===== config.mk =====
export PLATFORM = sky130hd
export DESIGN_NAME = motor_cmd_decoder
export DESIGN_NICKNAME = d
export VERILOG_FILES = /design/src/rtl/cmdq_pkg.sv /design/src/rtl/cmdq_opnd_count.sv /design/src/rtl/cmdq_id_rom.sv /design/src/rtl/motor_cmd_decoder.sv
export SDC_FILE = /design/constraint.sdc
export NUM_CORES = 1
export LEC_CHECK = 0
export ABC_AREA = 1
export BUFFER_PORTS_ARGS = -buffer_cell sky130_fd_sc_hd__buf_2
export CAP_MARGIN = 30
export CORE_ASPECT_RATIO = 0.5
export CORE_UTILIZATION = 50
export DETAILED_ROUTE_END_ITERATION = 12
export GPL_TIMING_DRIVEN = 0
export PLACE_DENSITY = 0.7
export SKIP_CTS_REPAIR_TIMING = 1
export SLEW_MARGIN = 0
export SYNTH_ARGS = -nofsm -noshare
export SYNTH_HDL_FRONTEND = slang
export SYNTH_SLANG_ARGS = --single-unit

===== constraint.sdc =====
create_clock -name clk -period 2.8 [get_ports clk]
set_input_delay 0.56 -clock clk [delete_from_list [all_inputs] [get_ports clk]]
set_output_delay 0.56 -clock clk [all_outputs]
set_load 0.02 [all_outputs]

===== src/rtl/cmdq_pkg.sv =====
`timescale 1ns/1ps
package cmdq_pkg;

    localparam int NREG = 8;

    typedef enum logic [1:0] {
        ST_IDLE = 2'd0,
        ST_OPND = 2'd1,
        ST_RESP = 2'd2
    } cmdq_fsm_e;

    // 4-bit command nibble -> stored mask (nibble bit 3 lands on mask bit 4)
    function automatic logic [7:0] comp_from_nibble(input logic [3:0] nib);
        return {3'b000, nib[3], 1'b0, nib[2:0]};
    endfunction

    function automatic logic [7:0] comp_to_nibble(input logic [7:0] m);
        return {4'b0000, m[4], m[2:0]};
    endfunction

endpackage


===== src/rtl/cmdq_opnd_count.sv =====
`timescale 1ns/1ps
module cmdq_opnd_count (
    input  logic [7:0] opcode,
    output logic [1:0] count
);
    always_comb begin
        if (opcode[7:3] == 5'b01000)
            count = 2'd1;
        else if (opcode[7:1] == 7'b0110100)
            count = 2'd2;
        else
            count = 2'd0;
    end
endmodule


===== src/rtl/cmdq_id_rom.sv =====
`timescale 1ns/1ps
module cmdq_id_rom #(
    parameter int ID_LEN = 6,
    parameter int IDW    = 3
) (
    input  logic [IDW-1:0] idx,
    output logic [7:0]     data,
    output logic [IDW-1:0] idx_next
);
    localparam logic [IDW-1:0] LAST = IDW'(ID_LEN - 1);

    always_comb begin
        data     = 8'h50 + 8'(idx) * 8'd7;
        idx_next = (idx >= LAST) ? '0 : idx + 1'b1;
    end
endmodule


===== src/rtl/motor_cmd_decoder.sv =====
`timescale 1ns/1ps
module motor_cmd_decoder #(
    parameter int          ID_LEN     = 6,
    parameter logic [7:0]  SLOW_INIT  = 8'hFF,
    parameter logic [7:0]  FAST_INIT  = 8'hFF,
    parameter logic [7:0]  RRATE_INIT = 8'h01,
    parameter logic [7:0]  RAMT_INIT  = 8'h01
) (
    input  logic        clk,
    input  logic        rst_n,
    input  logic        in_valid,
    output logic        in_ready,
    input  logic [7:0]  in_data,
    output logic        out_valid,
    input  logic        out_ready,
    output logic [7:0]  out_data,
    output logic [15:0] pos_target,
    output logic [15:0] pos_current,
    output logic [7:0]  rate_slow,
    output logic [7:0]  rate_fast,
    output logic [7:0]  ramp_rate,
    output logic [7:0]  ramp_amount,
    output logic [7:0]  comp_mask,
    output logic [1:0]  wave_sel,
    output logic        power_down,
    output logic        irq_enable,
    output logic        irq_pending
);
    import cmdq_pkg::*;

    localparam int IDW = (ID_LEN > 1) ? $clog2(ID_LEN) : 1;

    typedef struct packed {
        cmdq_fsm_e                fsm;
        logic [7:0]               cmd;
        logic [7:0]               opnd;
        logic [1:0]               need;
        logic [NREG-1:0][7:0]     rf;
        logic [7:0]               comp;
        logic [1:0]               wsel;
        logic                     pdn;
        logic                     ien;
        logic                     ipend;
        logic [7:0]               glitch;
        logic [IDW-1:0]           idp;
        logic [1:0][7:0]          resp;
        logic [1:0]               rcnt;
    } cmdq_state_t;

    cmdq_state_t st_q, st_d;

    logic [1:0]     new_need;
    logic [7:0]     id_byte;
    logic [IDW-1:0] id_next;
    logic           opnd_wait;

    cmdq_opnd_count u_cnt (.opcode(in_data), .count(new_need));

    cmdq_id_rom #(.ID_LEN(ID_LEN), .IDW(IDW)) u_id (
        .idx(st_q.idp), .data(id_byte), .idx_next(id_next)
    );

    // Values restored both by rst_n and (partly) by the reset opcode
    function automatic cmdq_state_t soft_init(input cmdq_state_t s);
        cmdq_state_t r;
        r       = s;
        r.rf    = '0;
        r.rf[4] = SLOW_INIT;
        r.rf[5] = FAST_INIT;
        r.rf[6] = RRATE_INIT;
        r.rf[7] = RAMT_INIT;
        r.comp  = '0;
        r.wsel  = '0;
        r.ien   = 1'b0;
        r.ipend = 1'b0;
        return r;
    endfunction

    assign opnd_wait = (st_q.fsm == ST_OPND);

    always_comb begin
        logic        acc, exec;
        logic [7:0]  op;
        logic [15:0] tgt;
        logic [1:0]  rn;
        logic [7:0]  r0, r1;

        st_d = st_q;
        acc  = in_valid && in_ready;
        op   = (st_q.fsm == ST_IDLE) ? in_data : st_q.cmd;
        tgt  = {st_q.rf[0], st_q.rf[1]};
        rn   = 2'd0;
        r0   = 8'h00;
        r1   = 8'h00;
        exec = 1'b0;

        // Drain response bytes
        if (st_q.fsm == ST_RESP && out_ready) begin
            if (st_q.rcnt == 2'd2) begin
                st_d.resp[0] = st_q.resp[1];
                st_d.rcnt    = 2'd1;
            end else begin
                st_d.rcnt = 2'd0;
                st_d.fsm  = ST_IDLE;
            end
        end

        if (acc && st_q.fsm == ST_IDLE && new_need != 2'd0) begin
            st_d.cmd  = in_data;
            st_d.need = new_need;
            st_d.fsm  = ST_OPND;
        end else if (acc && st_q.fsm == ST_OPND && st_q.need == 2'd2) begin
            st_d.opnd = in_data;
            st_d.need = 2'd1;
        end else if (acc) begin
            exec = 1'b1;
        end

        if (exec) begin
            casez (op)
                8'b000?????: {st_d.rf[0], st_d.rf[1]} = tgt + 16'd1;
                8'b001?????: {st_d.rf[0], st_d.rf[1]} = tgt - 16'd1;
                8'b01000???: st_d.rf[op[2:0]] = in_data;
                8'b01001???: begin r0 = st_q.rf[op[2:0]]; rn = 2'd1; end
                8'b0101????: st_d.comp = comp_from_nibble(op[3:0]);
                8'b011000??: st_d.wsel = op[1:0];
                8'b0110010?: st_d.pdn  = op[0];
                8'h66:       begin r0 = {7'b0, st_q.pdn};  rn = 2'd1; end
                8'h67:       begin r0 = {6'b0, st_q.wsel}; rn = 2'd1; end
                8'h68:       begin st_d.rf[0] = st_q.opnd; st_d.rf[1] = in_data; end
                8'h69:       begin st_d.rf[2] = st_q.opnd; st_d.rf[3] = in_data; end
                8'h6A:       begin r0 = st_q.rf[1]; r1 = st_q.rf[0]; rn = 2'd2; end
                8'h6B:       begin r0 = st_q.rf[3]; r1 = st_q.rf[2]; rn = 2'd2; end
                8'h6C:       begin r0 = comp_to_nibble(st_q.comp); rn = 2'd1; end
                8'h6D:       st_d = soft_init(st_d);
                8'h6F:       begin
                                 st_d.rf[0] = '0; st_d.rf[1] = '0;
                                 st_d.rf[2] = '0; st_d.rf[3] = '0;
                             end
                8'hEF:       begin r0 = {6'b0, st_q.ien, st_q.ipend}; rn = 2'd1; end
                8'b111100??: begin st_d.ien = op[1]; st_d.ipend = op[0]; end
                8'b1111010?: st_d.ipend = op[0];
                8'b1111011?: st_d.ien   = op[0];
                8'hFB:       rn = 2'd1;
                8'hFC:       begin r0 = id_byte; rn = 2'd1; st_d.idp = id_next; end
                8'hFD:       st_d.idp = '0;
                8'hFE:       begin r0 = st_q.glitch; rn = 2'd1; st_d.glitch = 8'h00; end
                8'hFF:       if (st_q.glitch != 8'hFF) st_d.glitch = st_q.glitch + 8'd1;
                default:     ;
            endcase
            st_d.need = 2'd0;
            st_d.resp = {r1, r0};
            st_d.rcnt = rn;
            st_d.fsm  = (rn != 2'd0) ? ST_RESP : ST_IDLE;
        end
    end

    always_ff @(posedge clk) begin
        if (!rst_n) begin
            st_q        <= soft_init('0);
            st_q.fsm    <= ST_IDLE;
        end else begin
            st_q <= st_d;
        end
    end

    assign in_ready    = (st_q.fsm != ST_RESP);
    assign out_valid   = (st_q.fsm == ST_RESP);
    assign out_data    = st_q.resp[0];
    assign pos_target  = {st_q.rf[0], st_q.rf[1]};
    assign pos_current = {st_q.rf[2], st_q.rf[3]};
    assign rate_slow   = st_q.rf[4];
    assign rate_fast   = st_q.rf[5];
    assign ramp_rate   = st_q.rf[6];
    assign ramp_amount = st_q.rf[7];
    assign comp_mask   = st_q.comp;
    assign wave_sel    = st_q.wsel;
    assign power_down  = st_q.pdn;
    assign irq_enable  = st_q.ien;
    assign irq_pending = st_q.ipend;

endmodule


=== Yosys cells after proc, flatten, opt, wreduce, memory -nomap -nowiden ===
Cells that the tools add are included.

* Bits in registers: 126
* Bits in latches: 0
* RAM bits: 0
* ROM bits: 0
* Bits of input ports: 12
* Output and inout bits: 87
* Logic and storage cells: 145
* Memories: 0

* Add/sub/neg operators: 5
* Multiply operators: 1
* Divide/modulo/power cells: 0
* $lt $le $gt $ge: 3
* Eq/ne operators: 34
* Shifts and indexed selects: 0
* Mux-type cells: 38
* Bitwise operators: 1
* Reductions and logical operators: 41

{| class="wikitable"
|+ Operator list
! operator !! count
|-
| $mux 126 || 1
|-
| $pmux 16 s5 || 1
|-
| $eq 8x7->1 const B || 9
|-
| $pmux 8 s9 || 1
|-
| $bwmux 64 || 1
|-
| $pmux 32 s2 || 1
|-
| $eq 8x8->1 const B || 6
|-
| $mux 8 || 6
|-
| $pmux 16 s3 || 1
|-
| $pmux 8 s2 || 3
|-
| $mux 10 || 3
|-
| $bmux 8 s3 || 1
|-
| $demux 8 s3 || 1
|-
| $reduce_and 2->1 || 11
|-
| $reduce_bool 2->1 || 11
|-
| $add 16x1->16 const B || 1
|-
| $sub 16x1->16 const B || 1
|-
| $eq 5x4->1 const B || 3
|-
| $eq 7x6->1 const B || 2
|-
| $eq 7x7->1 const B || 2
|-
| $mux 2 || 7
|-
| $reduce_bool 3->1 || 3
|-
| $add 7x6->8 const A || 1
|-
| $add 8x1->8 const B || 1
|-
| 28 further kinds || 45
|}

=== Longest topological paths before layout ===
Gate-level depths: netlist (run 1).

* Depth after elaboration: 10
* Gate-level depth with buffers: 16
* Gate-level depth less buffers: 14

=== Modules after synthesis ===
A second synthesis (run 1) with hierarchy kept.

* Cells, all modules: 1,439
* Area, all modules: 8,942.3 um2

{| class="wikitable"
|+ By module, submodules not included
! module !! instances !! cells an instance !! area an instance (um2) !! seq. area each (um2)
|-
| motor_cmd_decoder || 1 || 1,389 || 8,608.3 || 2,442.3
|-
| cmdq_id_rom || 1 || 39 || 287.8 || 0.0
|-
| cmdq_opnd_count || 1 || 11 || 46.3 || 0.0
|}

=== Worst setup path before layout (run 1) ===
No wires, ideal clock.

* Path type: input-to-reg
* Start: input port in_data[4]
* End: register st_q (netlist bit rate_slow[5])
* Library setup time: 0.138 ns
* Arrival: 1.997 ns
* Required time: 2.662 ns
* Path slack: 0.665 ns
* Cell stages on the path: 13
* Path buffers: 2
* Cell sequence: clkinv_1 nand3_1 o21ai_1 nand2_2 nand2_2 inv_2 buf_4 nand2_4 inv_2 nand2_2 buf_2 nand2_1 o211ai_1

* Word-level cells in the longest chain between the ends: 7
* Elaborated cells on any way between the ends: 13
* Those cells by class: eq/ne (4); mux (5); reduce/logical (4)

{| class="wikitable"
|+ Ends and longest elaborated chain
! item !! RTL line !! source
|-
| from (decl) || motor_cmd_decoder.sv:13 || <nowiki>input logic [7:0] in_data,</nowiki>
|-
| $eq 7x6->1 || cmdq_opnd_count.sv:9 || <nowiki>else if (opcode[7:1] == 7'b0110100)</nowiki>
|-
| $mux 2 || cmdq_opnd_count.sv:9 ||
|-
| $mux 2 || cmdq_opnd_count.sv:7 || <nowiki>if (opcode[7:3] == 5'b01000)</nowiki>
|-
| $reduce_bool 2->1 || motor_cmd_decoder.sv:108 || <nowiki>if (acc && st_q.fsm == ST_IDLE && new_need != 2'd0) begin</nowiki>
|-
| $logic_and 1x1->1 || motor_cmd_decoder.sv:108 ||
|-
| $mux 1 || motor_cmd_decoder.sv:108 ||
|-
| $reduce_and 2->1 (no line) || -- ||
|-
| to (signal assigned) || motor_cmd_decoder.sv:160 || <nowiki>st_q <= soft_init('0);</nowiki>
|-
| to (signal assigned) || motor_cmd_decoder.sv:163 || <nowiki>st_q <= st_d;</nowiki>
|-
| to (decl) || motor_cmd_decoder.sv:50 || <nowiki>cmdq_state_t st_q, st_d;</nowiki>
|}

Several ways; a longest one is shown, not always the timed one.
A chain may end at the register's enable or synchronous reset.

=== Worst setup path after layout (run 1) ===
* Start: input port in_data[4]
* End: register st_q (netlist bit rate_slow[6])

The elaborated chain is that of the path after synthesis.

==> run_results.csv, run 1 <==
group,metric,value,unit
drt,drc,0,
finish,area_growth,16.6,%
min_path,hp-class,"input pin to flip-flop",
yosys,yosysTopAreaCell,"dfxtp_1",
placement,io_buffers,94,
floorplan,core,16800,um^2
finish,insertedDiodeCount,0,
sta,worst_pin_slew,0.949,ns
placement,place.gp.congestion,0.986,
sta,period_needed,2.71,ns
yosys,synth_area,8800,um^2
floorplan,start_util,52.4,%
power_and_ir_drop,swShare,30.9,%
drt,drt-initial-drc-count,1242,
sta,fmax,369,MHz
worst_setup_path,cp.arrival,2.99,ns
drt,num_vias,9967,
finish,nNetsFinal,1556,
sta,maxSlewViolCount,0,
floorplan,dieArea,18200,um^2
clock_tree,htreeDepth,4,
worst_setup_path,critPathRequiredTime,3.08,ns
floorplan,die-height,95.8,um
drt,firstDrtPassIters,7,
clock_tree,root_buffer,"clkbuf_16",
placement,dpl.hpwl,25700,um
placement,place_inst,1730,
yosys,yosys_warnings,0,
yosys,synth_cells,1406,
grt,first_global_vias,8739,
yosys,syn_area_per_cell,6.26,um^2
sta,finalSetupViolations,0,
drt,drtAntennaViolNets,0,
worst_setup_path,rrSetupSlack,0.13,ns
clock_tree,clk_latency,0.43,ns
clock_tree,clock_sinks,122,
yosys,synth_top_area_share,27.7,%
finish,fin_cells,1769,
worst_setup_path,worstSetupStartpointType,"input pin",
grt,antenna_found_initial,0,
drt,wirelength,34200,um
finish,drive_above_1_share,20.4,%
grt,grt_start_max_net_pins,17,
power_and_ir_drop,p_total,5.03,mW
sta,finalHoldViolations,0,
clock_tree,cts_tree,"done",
yosys,yosysSeqAreaShare,27.7,%
grt,grt_pass1_wl,50800,um
power_and_ir_drop,power.density,490,nW/um^2
clock_tree,clock_path_buffers,2,
clock_tree,clk_pin_slew,0.06,ns
yosys,synth.distinct_cells,41,
power_and_ir_drop,p_seq_share,35.8,%
clock_tree,cts_buffers,17,
drt,wl_per_cell,19.4,um
finish,num-fill-cells,1678,
grt,overflow,0,
sta,slew_headroom,36.7,%
worst_setup_path,critical_path_class,"input pin to flip-flop",
worst_setup_path,end_kind,"flip-flop",
worst_setup_path,critPathMaxFanout,10,
power_and_ir_drop,power_leakage,5.13,nW
yosys,ys_ff_latch,122,
sta,fin_crit_sh,96.7,%
sta,clock_skew,0.0154,ns
power_and_ir_drop,p_switching,1.55,mW
power_and_ir_drop,power_frac_comb,17.9,%
job,maxCapViolations,0,
yosys,synthTopCellsByArea,"dfxtp_1 28%, nand2_1 15%, nor2_1 8.5%",
power_and_ir_drop,p_int,3.47,mW
drt,via_per_inst,5.63,
grt,grt.total_usage,38.1,%
floorplan,rows,33,
floorplan,die_x,190,um
floorplan,io_pins,99,
power_and_ir_drop,ir_drop,0.444,mV
power_and_ir_drop,clkPwrFrac,46.3,%
status,status,"finished clean",
-- per-layer routing --
| layer | routed length, um | vias up | global-route usage (%) |
|---|---|---|---|
| met3 | 4440 | 57 | 9.19 |
| met5 | 0 | - | 0 |
| met1 | 15600 | 4645 | 55.4 |
| li1 | - | 4692 | - |
| met4 | 805 | 0 | 13.5 |
| met2 | 13400 | 573 | 54.0 |
-- logic make-up (layout without fill, tap and decap cells) --
logic type	after synthesis	in the layout	synth area share, %
adders and majority gates	15	15	2.30
xor gates and xnor gates	20	20	1.99
buffers and inverters	268	401	16.2
DFF	122	122	27.7
and+or+nand+nor	747	747	37.0
other	1	4	0.0426
AOI/OAI and AO/OA	233	233	14.7
-- per-stage QoR --
step	worst slack (ns)	setup TNS, ns	cell area [um^2]	utilization (%)	hold slack [ns]
after floorplan	0.665	0	8810	-	0.437
after global placement	-0.445	-26.15	9570	56.9	0.448
after detailed placement	-0.462	-28.24	9570	56.9	0.454
after CTS	-0.0342	-0.0484	10200	60.5	0.455
after global routing	-0.00902	-0.00902	10300	61.1	0.476
final	0.0916	0	10300	61.1	0.457
-- synthesized netlist by cell type, drive strengths merged --
| master | instances |
|---|---|
| xor2 | 20 |
| o31ai | 2 |
| o2111ai | 1 |
| nand2 | 392 |
| nand3 | 108 |
| inv | 119 |
| a211oi | 2 |
| o21ai | 112 |
| nor2 | 213 |
| nand3b | 2 |
| or2 | 2 |
| o22ai | 17 |
| a21boi | 1 |
| conb | 1 |
| clkinv | 6 |
| dfxtp | 122 |
| nor3 | 17 |
| buf | 115 |
| fa | 2 |
| a21oi | 74 |
| ha | 13 |
| nand4 | 13 |
| clkbuf | 28 |
| o211ai | 24 |
-- power groups by stage --
stage | Sequential, mW | Combinational [mW] | Clock, mW
6_report | 1.80 | 0.902 | 2.33
5_1_grt | 1.80 | 0.970 | 2.40
4_1_cts | 1.80 | 0.853 | 2.33
3_5_place_dp | 1.84 | 0.849 | 0
3_3_place_gp | 1.84 | 0.844 | 0
2_1_floorplan | 1.82 | 0.593 | 0
-- worst paths after layout --
check                   from      endpoint  cells after the start
setup reg to reg   st_q[124]  ramp_rate[5]                     12
hold / removal         rst_n     st_q[106]                      3
setup / recovery  in_data[4]  rate_slow[6]                     14
hold reg to reg     st_q[16]      st_q[16]                      2
-- layout make-up --
cell class | instances | area (um^2) | area share, %
buffer | 143 | 961 | 9.36
clock buffer | 22 | 464 | 4.52
clock inverter | 10 | 143 | 1.39
inverter | 125 | 480 | 4.68
multi-input combinational | 1019 | 4970 | 48.4
sequential | 122 | 2440 | 23.8
tap | 227 | 284 | 2.77
timing repair buffer | 101 | 523 | 5.09
-- layout by cell type (no fill, tap or decap), types with 3 or more instances in the layout --
cell / count
a21oi_1: 74
buf_6: 7
buf_2: 112
buf_4: 95
inv_2: 5
nor3_1: 15
xor2_1: 20
clkinvlp_4: 7
o21ai_1: 15
nand2_1: 359
bufinv_16: 3
o21ai_0: 93
dfxtp_1: 122
nor2_2: 7
inv_1: 114
nor2_1: 199
clkinv_1: 3
clkbuf_16: 17
o211ai_1: 24
nor2_4: 6
nand3_2: 4
ha_1: 13
nand2_4: 9
conb_1: 4
o22ai_1: 17
clkbuf_1: 29
nand4_1: 13
nand3_1: 102
nand2_2: 24
-- critical path, cell delays in order --
cell and delay, ns:
buf_2 0.28, clkinvlp_4 0.29, nand3_1 0.21, o21ai_1 0.13
nand2_2 0.18, nand2_2 0.22, inv_2 0.16, buf_4 0.27
nand2_4 0.17, inv_2 0.08, nand2_2 0.09, buf_2 0.20
nand2_1 0.07, o211ai_1 0.08
(Power assumes the default switching activity.)
==> run 2: changes to the inputs <==
- RECOVER_POWER: unset -> 100
==> run 2 against run 1 <==
Compared with the run above:
- die area unchanged
- combinational power decreased by 0.6%
- cell count unchanged
- non-clock buffer count unchanged
- clock power about the same
- first-iteration DRC count decreased by 1.7%
- critical endpoint unchanged
- sequential share of layout area increased by 0.22 points
- cell area decreased by 0.93%
- maximum frequency decreased by 0.23%
- sequential cell count unchanged
- clock skew decreased by 0.00084 ns
==> run_results.csv, run 2 (synthesized netlist as in run 1, its figures left out) <==
group,metric,value,unit
worst_setup_path,cp_cell_sequence,"buf_2 -> clkinvlp_4 -> nand3_1 -> o21ai_1 -> nand2_2 -> nand2_2 -> inv_2 -> buf_4 -> nand2_4 -> inv_2 -> nand2_2 -> buf_2 -> nand2_1 -> o211ai_1",
clock_tree,cts_buffers,17,
placement,place.gp.congestion,0.986,
finish,num-fill-cells,1717,
placement,dpl.hpwl,25700,um
drt,wirelength,34300,um
floorplan,start_util,52.4,%
drt,wl_per_cell,19.4,um
clock_tree,clk_pin_slew,0.06,ns
worst_setup_path,cp.arrival,3.00,ns
finish,drive_above_1_share,15.5,%
power_and_ir_drop,p_total,5.03,mW
finish,nNetsFinal,1556,
min_path,worstHoldStart,"rst_n",
drt,drt-initial-drc-count,1221,
sta,maxSlewViolCount,0,
drt,firstDrtPassIters,7,
sta,fmax,368,MHz
sta,clock_skew,0.0145,ns
floorplan,dieArea,18200,um^2
worst_setup_path,reg2reg_to,"ramp_rate[5]",
drt,num_vias,9950,
finish,layout_common_cells,"359 x nand2_1, 199 x nor2_1, 122 x dfxtp_1",
finish,mostFrequentLayoutCell,"nand2_1",
clock_tree,clk_latency,0.43,ns
clock_tree,htreeDepth,4,
floorplan,rows,33,
sta,finalHoldViolations,0,
clock_tree,clock_sinks,122,
worst_setup_path,critical_path_class,"input pin to flip-flop",
clock_tree,clock_path_buffers,2,
drt,via_per_inst,5.62,
status,status,"finished clean",
worst_setup_path,slowest_stage,"clkinvlp_4",
sta,finalSetupViolations,0,
grt,first_global_vias,8739,
sta,slew_headroom,37.2,%
power_and_ir_drop,ir_drop,0.445,mV
floorplan,die-height,95.8,um
worst_setup_path,crit_top_cell,"nand2_2",
min_path,hp-class,"input pin to flip-flop",
drt,drc,0,
worst_setup_path,r2r-start,"st_q[124]",
finish,insertedDiodeCount,0,
drt,drtAntennaViolNets,0,
placement,io_buffers,94,
worst_setup_path,critPathMaxFanout,10,
finish,fin_util,60.5,%
grt,antenna_found_initial,0,
floorplan,core,16800,um^2
worst_setup_path,reg2reg_depth,12,
min_path,holdPathStages,3,
sta,worst_pin_slew,0.942,ns
grt,grt.total_usage,38.1,%
power_and_ir_drop,power_leakage,4.86,nW
worst_setup_path,crit_buf_inv,6,
worst_setup_path,critPathLaunch,"in_data[4]",
worst_setup_path,worstSetupStartpointType,"input pin",
grt,overflow,0,
worst_setup_path,critPathRequiredTime,3.09,ns
grt,grt_start_max_net_pins,17,
floorplan,io_pins,99,
worst_setup_path,end_kind,"flip-flop",
clock_tree,root_buffer,"clkbuf_16",
finish,area_growth,15.6,%
worst_setup_path,cp_top_family,"buffers and inverters",
sta,fin_crit_sh,97.0,%
sta,holdWs,0.460,ns
sta,period_needed,2.71,ns
worst_setup_path,critPathMaxStageDelay,0.29,ns
min_path,holdPathEnd,"st_q[106]",
power_and_ir_drop,power.density,494,nW/um^2
grt,grt_pass1_wl,50800,um
worst_setup_path,rrSetupSlack,0.15,ns
clock_tree,cts_tree,"done",
floorplan,die_x,190,um
job,maxCapViolations,0,
run 2: changes by cell type in the layout (fill, tap and decap cells not counted):
cell      change
buf_2        -76
clkbuf_1     +76
buf_4         -3
clkbuf_4      +3
run 2: report_power, final:
part           internal, mW  switching (mW)  total (mW)
combinational         0.255           0.642       0.897
clock                  1.45           0.880        2.33
sequential             1.77          0.0347        1.80
run 2: worst register-to-register path, cell delays in order (launching register included):
cell and delay [ns]:
dfxtp_1 0.45, inv_1 0.11, nand2_2 0.17, nand2_1 0.12, nand2_4 0.19, nand2_4 0.15, nor2_2 0.32, nand2_2 0.21
nand2_1 0.14, nand2_1 0.20, clkbuf_1 0.27, o21ai_0 0.13, a21oi_1 0.07
run 2: area by class of cell:
cell class	instances	area, um^2	area share, %
clock inverter	10	143	1.40
tap	227	284	2.79
timing repair buffer	101	428	4.21
multi-input combinational	1019	4970	48.9
inverter	125	480	4.72
buffer	143	961	9.45
clock buffer	22	464	4.56
sequential	122	2440	24.0
run 2: worst max path at each step:
stage,to,cells after the start
2_1_floorplan,rate_slow[5],13
3_3_place_gp,rate_slow[6],14
3_5_place_dp,rate_slow[6],14
4_1_cts,rate_slow[6],14
5_1_grt,rate_slow[6],14
6_report,rate_slow[6],14
run 2: layer usage:
layer | GRT usage, % | vias up | part of all wire [%]
li1 | - | 4683 | -
met1 | 55.4 | 4623 | 46
met2 | 54.0 | 588 | 39
met3 | 9.19 | 56 | 13
met4 | 13.5 | 0 | 2.3
met5 | 0 | - | 0
run 2: stage by stage:
stage	setup TNS [ns]	worst slack [ns]	instances	area, um^2
detailed placement	-28.24	-0.462	1730	9570
global placement	-26.15	-0.445	1730	9570
floorplan	0	0.665	1409	8810
CTS	-0.0484	-0.0342	1762	10200
global route	-0.00902	-0.00902	1769	10200
finish	0	0.0853	1769	10200
==> run 3: changes to the inputs <==
- CORE_ASPECT_RATIO: 0.5 -> 0.9
- clock period: 2.8 -> 3.4 ns (I/O delays scaled with it)
==> run 3 against run 2 <==
Compared with the run above:
- critical path depth is 3 lower
- die area is 0.17% lower
- combinational power is 22% lower
- global-route usage is 3.9 points lower
- via count is 2.3% lower
- largest cell class unchanged
==> run_results.csv, run 3 (synthesized netlist as in run 1, its figures left out) <==
group,metric,value,unit
status,status,"finished clean",
clock_tree,cts_buffers,17,
clock_tree,clk_pin_slew,0.06,ns
worst_setup_path,rrSetupSlack,0.54,ns
clock_tree,clock_path_buffers,2,
job,maxCapViolations,0,
sta,finalHoldViolations,0,
drt,drt-met1-wl,13300,um
worst_setup_path,critical_path_class,"input pin to flip-flop",
floorplan,die-height,128,um
worst_setup_path,reg2reg_to,"pos_target[11]",
grt,grt_pass1_wl,47200,um
sta,period_needed,3.06,ns
worst_setup_path,critPathLaunch,"in_data[4]",
finish,layout_common_cells,"360 x nand2_1, 199 x nor2_1, 122 x dfxtp_1",
worst_setup_path,cp.arrival,3.42,ns
worst_setup_path,worstSetupStartpointType,"input pin",
placement,io_buffers,94,
drt,wirelength,30400,um
drt,drtAntennaViolNets,0,
floorplan,rows,45,
grt,antenna_found_initial,0,
finish,fin_util,59.0,%
worst_setup_path,reg2reg_depth,11,
clock_tree,root_buffer,"clkbuf_16",
clock_tree,cts_tree,"done",
grt,grt_start_max_net_pins,17,
drt,route.met2.wl,13200,um
placement,dpl.hpwl,22600,um
worst_setup_path,r2r-start,"st_q[125]",
grt,first_global_vias,8549,
clock_tree,clock_sinks,122,
sta,worst_pin_slew,0.867,ns
finish,drive_above_1_share,14.3,%
min_path,hp-class,"flip-flop to flip-flop",
sta,slew_headroom,41.9,%
finish,mostFrequentLayoutCell,"nand2_1",
worst_setup_path,end_kind,"flip-flop",
worst_setup_path,critPathMaxFanout,10,
floorplan,die_x,142,um
finish,area_growth,14.3,%
sta,finalSetupViolations,0,
sta,rsz0062_at_grt,"false",
power_and_ir_drop,power.density,404,nW/um^2
placement,place.gp.congestion,0.982,
sta,clock_skew,0.00808,ns
drt,drc,0,
worst_setup_path,critPathRequiredTime,3.76,ns
floorplan,io_pins,99,
sta,final.setup.tns,0,ns
finish,postLayoutCellArea,10100,um^2
drt,wl_per_cell,17.2,um
drt,drt-initial-drc-count,1286,
drt,wl_met3,2990,um
clock_tree,htreeDepth,4,
finish,nNetsFinal,1549,
worst_setup_path,crit_end,"out_data[4]",
floorplan,start_util,51.6,%
sta,maxSlewViolCount,0,
floorplan,core,17100,um^2
grt,grt.total_usage,34.2,%
grt,overflow,0,
drt,firstDrtPassIters,6,
sta,fin_crit_sh,90.1,%
clock_tree,clk_latency,0.44,ns
sta,fmax,327,MHz
power_and_ir_drop,power_leakage,4.81,nW
sta,holdWs,0.463,ns
drt,via_per_inst,5.49,
power_and_ir_drop,ir_drop,0.381,mV
drt,top_layer_used,"met4",
min_path,holdPathStages,2,
finish,insertedDiodeCount,0,
floorplan,dieArea,18100,um^2
drt,num_vias,9720,
placement,placed_area,9580,um^2
-- run 3: cell types whose count changed in the layout (fill, tap and decap cells not counted), moves of 3 or more --
cell        previous run  this run
clkinvlp_4             7         4
o21ai_1               15         7
clkbuf_4               3         6
clkbuf_1             105       111
o21ai_0               93       101
buf_4                 92        81
clkinv_1               3         6
buf_2                 36        33
-- run 3: metal layers --
metal	track usage, %	vias up
met2	52.5	571
met3	6.91	73
met1	46.9	4384
li1	-	4692
met4	13.6	0
met5	0	-
-- run 3: power by group --
part	internal (mW)	switching (mW)	total, mW
registers	1.45	0.0260	1.48
logic	0.202	0.497	0.699
clock network	1.16	0.722	1.88
total	2.81	1.25	4.06
-- run 3: how the worst min path moves through the flow --
| stage | from | slack [ns] | end |
|---|---|---|---|
| floorplan | comp_mask[1] | 0.44 | comp_mask[1] |
| global placement | st_q[17] | 0.45 | st_q[17] |
| detailed placement | st_q[14] | 0.46 | st_q[14] |
| CTS | st_q[14] | 0.46 | st_q[14] |
| global route | st_q[12] | 0.48 | st_q[12] |
| finish | st_q[107] | 0.46 | st_q[107] |
-- run 3: area by class of cell --
class,count,area (um^2)
Timing Repair Buffer,94,374
Inverter,125,469
Clock buffer,23,488
Sequential cell,122,2440
Multi-Input combinational cell,1019,4930
Fill cell,1742,7000
Buffer,143,952
Clock inverter,9,113
Tap cell,235,294
-- run 3: critical path, cell delays in order --
cell	delay (ns)
buf_2	0.19
clkinv_1	0.47
nand3_1	0.30
o21ai_0	0.17
nand2_1	0.29
nand2_2	0.23
inv_1	0.13
buf_4	0.23
clkbuf_1	0.41
nand2_1	0.15
a21oi_1	0.16
-- run 3: metrics by stage --
| stage | worst slack, ns | power [mW] | instances |
|---|---|---|---|
| 2_1_floorplan | 1.15 | 1.99 | 1409 |
| 3_3_place_gp | 0.184 | 2.19 | 1738 |
| 3_5_place_dp | 0.154 | 2.19 | 1738 |
| 4_1_cts | 0.579 | 4.04 | 1770 |
| 5_1_grt | 0.252 | 4.20 | 1770 |
| 6_report | 0.338 | 4.06 | 1770 |
